`src/rtl/ext_reg_pkg.sv`:
```
// Package: shared types of the external register access port.
// Assumes nothing beyond synthesizable SystemVerilog.
package ext_reg_pkg;

    // What happens to an access in the cycle it reaches the external side
    typedef enum logic [1:0] {
        LAUNCH_NONE  = 2'd0,   // nothing launched
        LAUNCH_ISSUE = 2'd1,   // strobe goes to the external register
        LAUNCH_LOCAL = 2'd2    // suppressed, completed inside the port
    } launch_kind_e;

endpackage

```
`src/rtl/ext_req_gate.sv`:
```
// Module: ext_req_gate
// Decides whether a launched access is strobed out or completed locally,
// and builds the one-hot per-sub-word strobe.
// Assumes: l_v marks the single cycle an access is launched.
module ext_req_gate
    import ext_reg_pkg::*;
#(
    parameter int NSUB     = 2,
    parameter int IDX_W    = 1,
    parameter bit READABLE = 1'b1,
    parameter bit WRITABLE = 1'b1
) (
    input  logic             l_v,
    input  logic             l_wr,
    input  logic [IDX_W-1:0] l_sub,
    output launch_kind_e     kind,
    output logic [NSUB-1:0]  strobe
);

    logic allowed;
    logic in_range;

    // Direction is permitted by the register's field access rights
    always_comb allowed = l_wr ? WRITABLE : READABLE;

    // Sub-word index names a slice that exists
    always_comb in_range = (int'(l_sub) < NSUB);

    // Classify the launch
    always_comb begin
        if (!l_v)
            kind = LAUNCH_NONE;
        else if (allowed && in_range)
            kind = LAUNCH_ISSUE;
        else
            kind = LAUNCH_LOCAL;
    end

    // One strobe bit per sub-word
    for (genvar k = 0; k < NSUB; k++) begin : g_strobe
        always_comb strobe[k] = (kind == LAUNCH_ISSUE) && (l_sub == IDX_W'(k));
    end

endmodule

```
`src/rtl/ext_txn_tracker.sv`:
```
// Module: ext_txn_tracker
// Tracks the single outstanding external transfer, matches acknowledges
// by direction and forms the CPU-side completion.
// Assumes: kind is LAUNCH_ISSUE only while nothing is pending.
module ext_txn_tracker
    import ext_reg_pkg::*;
#(
    parameter int BUS_W = 32
) (
    input  logic             clk,
    input  logic             rst_n,
    input  launch_kind_e     kind,
    input  logic             l_wr,
    input  logic             rd_ack,
    input  logic             wr_ack,
    input  logic [BUS_W-1:0] rd_data,
    output logic             pend,
    output logic             done,
    output logic [BUS_W-1:0] rdata
);

    logic issue;
    logic live;
    logic cur_wr;
    logic hit;
    logic pend_wr;

    // A transfer is live in its issue cycle and while pending
    always_comb begin
        issue  = (kind == LAUNCH_ISSUE);
        live   = issue || pend;
        cur_wr = issue ? l_wr : pend_wr;
    end

    // Only the acknowledge of the live direction completes the transfer
    always_comb hit = live && (cur_wr ? wr_ack : rd_ack);

    // Completion and read data toward the CPU side
    always_comb begin
        done  = hit || (kind == LAUNCH_LOCAL);
        rdata = (hit && !cur_wr) ? rd_data : '0;
    end

    // Outstanding flag and its direction
    always_ff @(posedge clk) begin
        if (!rst_n) begin
            pend    <= 1'b0;
            pend_wr <= 1'b0;
        end else if (hit) begin
            pend    <= 1'b0;
        end else if (issue) begin
            pend    <= 1'b1;
            pend_wr <= l_wr;
        end
    end

endmodule

```
`src/rtl/ext_reg_port.sv`:
```
// Module: ext_reg_port (top)
// Bridges a CPU-side register access to an externally implemented register:
// per-sub-word strobe, direction, data and bit enables out; read/write
// acknowledges back. One transfer in flight at most. RETIME selects a
// registered output stage instead of a combinational one.
// Assumes: REG_W is a multiple of BUS_W; acknowledges are single-cycle.
module ext_reg_port
    import ext_reg_pkg::*;
#(
    parameter int BUS_W    = 32,
    parameter int REG_W    = 64,
    parameter bit READABLE = 1'b1,
    parameter bit WRITABLE = 1'b1,
    parameter bit RETIME   = 1'b0,
    localparam int NSUB    = REG_W / BUS_W,
    localparam int IDX_W   = (NSUB > 1) ? $clog2(NSUB) : 1
) (
    input  logic             clk,
    input  logic             rst_n,
    input  logic             cpu_valid,
    output logic             cpu_ready,
    input  logic             cpu_wr,
    input  logic [IDX_W-1:0] cpu_sub,
    input  logic [BUS_W-1:0] cpu_wdata,
    input  logic [BUS_W-1:0] cpu_biten,
    output logic             cpu_done,
    output logic [BUS_W-1:0] cpu_rdata,
    output logic [NSUB-1:0]  ext_req,
    output logic             ext_req_wr,
    output logic [BUS_W-1:0] ext_wdata,
    output logic [BUS_W-1:0] ext_biten,
    input  logic             ext_rd_ack,
    input  logic [BUS_W-1:0] ext_rd_data,
    input  logic             ext_wr_ack
);

    logic             acc;
    logic             pend;
    logic             stage_busy;
    logic             l_v;
    logic             l_wr;
    logic [IDX_W-1:0] l_sub;
    logic [BUS_W-1:0] l_wd;
    logic [BUS_W-1:0] l_be;
    launch_kind_e     kind;

    // Accept only when nothing is in flight or waiting in the stage
    always_comb begin
        cpu_ready = !pend && !stage_busy;
        acc       = cpu_valid && cpu_ready;
    end

    if (RETIME) begin : g_retime
        logic             s_v;
        logic             s_wr;
        logic [IDX_W-1:0] s_sub;
        logic [BUS_W-1:0] s_wd;
        logic [BUS_W-1:0] s_be;

        // Register the accepted access; it launches in the following cycle
        always_ff @(posedge clk) begin
            if (!rst_n) begin
                s_v   <= 1'b0;
                s_wr  <= 1'b0;
                s_sub <= '0;
                s_wd  <= '0;
                s_be  <= '0;
            end else begin
                s_v <= acc;
                if (acc) begin
                    s_wr  <= cpu_wr;
                    s_sub <= cpu_sub;
                    s_wd  <= cpu_wdata;
                    s_be  <= cpu_biten;
                end
            end
        end

        // Launch from the stage
        always_comb begin
            l_v        = s_v;
            l_wr       = s_wr;
            l_sub      = s_sub;
            l_wd       = s_wd;
            l_be       = s_be;
            stage_busy = s_v;
        end
    end else begin : g_comb
        // Launch straight from the accepted access
        always_comb begin
            l_v        = acc;
            l_wr       = cpu_wr;
            l_sub      = cpu_sub;
            l_wd       = cpu_wdata;
            l_be       = cpu_biten;
            stage_busy = 1'b0;
        end
    end

    ext_req_gate #(
        .NSUB     (NSUB),
        .IDX_W    (IDX_W),
        .READABLE (READABLE),
        .WRITABLE (WRITABLE)
    ) gate_i (
        .l_v    (l_v),
        .l_wr   (l_wr),
        .l_sub  (l_sub),
        .kind   (kind),
        .strobe (ext_req)
    );

    ext_txn_tracker #(
        .BUS_W (BUS_W)
    ) trk_i (
        .clk     (clk),
        .rst_n   (rst_n),
        .kind    (kind),
        .l_wr    (l_wr),
        .rd_ack  (ext_rd_ack),
        .wr_ack  (ext_wr_ack),
        .rd_data (ext_rd_data),
        .pend    (pend),
        .done    (cpu_done),
        .rdata   (cpu_rdata)
    );

    // Request qualifiers follow the launched access
    always_comb begin
        ext_req_wr = l_wr;
        ext_wdata  = l_wd;
        ext_biten  = l_be;
    end

endmodule

```
`config.mk`:
```
export PLATFORM = sky130hd
export DESIGN_NAME = ext_reg_port
export DESIGN_NICKNAME = d
export VERILOG_FILES = /design/src/rtl/ext_reg_pkg.sv /design/src/rtl/ext_req_gate.sv /design/src/rtl/ext_txn_tracker.sv /design/src/rtl/ext_reg_port.sv
export SDC_FILE = /design/constraint.sdc
export NUM_CORES = 1
export LEC_CHECK = 0
export BUFFER_PORTS_ARGS = -buffer_cell sky130_fd_sc_hd__clkbuf_2
export CORE_AREA = 5 5 76 78
export DETAILED_ROUTE_END_ITERATION = 6
export DIE_AREA = 0 0 81 83
export PLACE_DENSITY = 0.74
export SYNTH_ARGS = -nofsm -noshare
export SYNTH_HDL_FRONTEND = slang
export SYNTH_HIERARCHICAL = 1
export SYNTH_SLANG_ARGS = --single-unit
```
`constraint.sdc`:
```
create_clock -name clk -period 2.85 [get_ports clk]
set_clock_uncertainty 0.1 [all_clocks]
set_input_delay 0.57 -clock clk [delete_from_list [all_inputs] [get_ports clk]]
set_output_delay 0.57 -clock clk [all_outputs]
set_load 0.01 [all_outputs]
```
==> out/qor.yml <==
status: "finished clean"
cts_buffers: 3
ys_seq_area_frac: 0.03828
overflow: 0
setup-violations-final: 0
synth_edf_count: 0
htree_levels: 1
vias_per_cell: 3.841
antennaDiodeCount: 0
clk_pin_slew_ns: 0.03
fin_crit_ns: 2.633
dr_total_vias: 799
cts-resized-gates: 0
yosysUniqueCellTypes: 22
synth_largest_type_area_fraction: 0.4809
syn_area_um2: 1046
synth_compound_area_frac: 0.04067
yosys.area_share.adder: 0
cap_viol_max_count: 0
start_kind: "input port"
synthTopCellsByArea: "buf_4 (48%), and3b_1 (27%), buf_6 (4.3%), dfxtp_1 (3.8%), mux2i_1 (2.9%)"
ant_nets: 0
start_util: 0.2088
hold_violations: 0
antenna_found_initial: 0
area_growth_pct: -3.828
critPathMaxStageDelay_ns: 0.44
dp.cells: 205
drtPass1Iterations: 4
fin_crit_sh: 0.9239
clock_latency_ns: 0.21
drive_above_1_share: 0.6159
worst_path_max_delay_cell: "mux2_4"
setup_tns_ns: 0
holdPathStages: 2
powerDensity_nw_per_um2: 237.6
path_cells: "clkbuf_2 > nor2b_1 > nor2b_1 > mux2_4 > and3b_1 > clkbuf_2"
crit_required_ns: 2.18
yosysWarnings: 6
min-delay-path-class: "reg -> reg"
syn-num-nets: 235
worstSetupEndpointType: "output port"
grt_start_max_net_pins: 33
grt_pass1_wl_um: 3870
synthArstFlopShare: 0
cts_sinks: 2
dieArea_um2: 6723
die_x_um: 81
routedWlPerCell_um: 11.95
rows: 26
synthCells: 132
r2r_cells: 5
rsz0062_at_grt: "false"
synthSimpleGateAreaFrac: 0.3218
cts_buffer_depth: 2
layout.cells.non_filler: 208
cp_top_family: "simple AND/OR/NAND/NOR gates"
muxShareOfSynthArea: 0.05383
port_buffers: 75
cp.depth: 6
gp_congestion: 0.6250
synthXorXnorAreaFrac: 0
syn_area_per_cell_um2: 7.924
drt_iter0_drc: 22
post-cts-setup-buffers: 0
critPathMaxFanout: 32
criticalPathCategory: "in -> out"
crit_buf_inv: 2
root_buffer: "clkbuf_8"
timing.final.max_slew_violations: 0
synth_top_flop_cell: "dfxtp_1"
finish.utilization: 0.2008
die_h_um: 83
coreArea_um2: 5010
track_usage: 0.06833
cts_hold_buf: 0
max_freq_ghz: 0.3798
synth_top_area_cell: "buf_4"
drc: 0
grt_pass1_vias: 839
synth_top_family_by_area: "buffers and inverters"
cts_tree: "yes"
worstPathArrival_ns: 1.96
total_power_uw: 239.0
p_leak_uw: 0.0007041
hpwl_um: 2037
final_nets: 243
ir_drop_mv: 0.2852
ios: 204
ys_ff_latch: 2
drt_wl_total_um: 2485
[worst paths after layout]
| kind | end | slack, ns | from |
|---|---|---|---|
| hold reg to reg | trk_i/pend_wr$_SDFFE_PN0N_ | 0.48 | trk_i/pend_wr$_SDFFE_PN0N_ |
| hold / removal | trk_i/pend_wr$_SDFFE_PN0N_ | 0.48 | trk_i/pend_wr$_SDFFE_PN0N_ |
| setup / recovery | cpu_rdata[24] | 0.22 | cpu_valid |
| setup reg to reg | trk_i/pend$_SDFFE_PP0P_ | 1.24 | trk_i/pend$_SDFFE_PP0P_ |
[worst reg2reg max path: stages, from the launching register on]
cell	delay (ns)
dfxtp_1	0.34
nor2b_1	0.25
nor2b_1	0.25
buf_4	0.18
mux2i_1	0.21
mux2i_1	0.20
[final cells by class]
cell class,instances,area (um^2)
Clock buffer,3,41.29
Fill cell,585,4004
Inverter,2,7.507
Multi-Input combinational cell,54,439.2
Sequential cell,2,40.04
Tap cell,70,87.58
Timing Repair Buffer,77,390.4
[metal layers]
metal,global-route usage,part of all wire,vias to the layer above
li1,-,-,381
met4,0.04455,0.039,0
met2,0.1105,0.46,56
met3,0.03571,0.15,18
met1,0.06658,0.35,344
met5,0,0,-
[power breakdown]
part	switching [uW]	total, uW	internal [uW]
clock	19.4	108	89.1
combinational	46.1	99.9	53.7
sequential	1.43	30.7	29.3
[sequential cells by signal (all words and copies together) (netlist names)]
signal,flops
trk_i/pend,1
trk_i/pend_wr,1
[stage by stage]
stage          setup slack (ns)  hold WS, ns  area [um^2]
2_1_floorplan            0.3594       0.4195         1046
3_3_place_gp             0.2414       0.4540        964.7
3_5_place_dp             0.2115       0.4548        964.7
4_1_cts                  0.2077       0.4623         1006
5_1_grt                  0.1052       0.5426         1006
6_report                 0.2169       0.4796         1006
[cell usage after synthesis (2+ instances only)]
| library cell | count |
|---|---|
| and3b_1 | 32 |
| inv_1 | 2 |
| a21oi_1 | 2 |
| o21ai_0 | 2 |
| buf_6 | 4 |
| mux2i_1 | 3 |
| buf_4 | 67 |
| dfxtp_1 | 2 |
| clkbuf_1 | 3 |
| nor2b_1 | 3 |
[cells by family after synthesis]
family	after synthesis
muxes	5
AOI/OAI and AO/OA	7
DFF	2
other	1
and+or+nand+nor	41
buffers and inverters	76
[layout by cell type (no fill, tap or decap), types with 2 or more instances in the layout]
master / netlist / layout
clkbuf_2: 0 / 75
and3b_1: 32 / 32
nor2b_1: 3 / 3
clkbuf_8: 0 / 3
mux2i_1: 3 / 3
inv_1: 2 / 2
a21oi_1: 2 / 2
o21ai_0: 2 / 2
dfxtp_1: 2 / 2
buf_4: 67 / 2
Power figures use the tool's default switching activity.
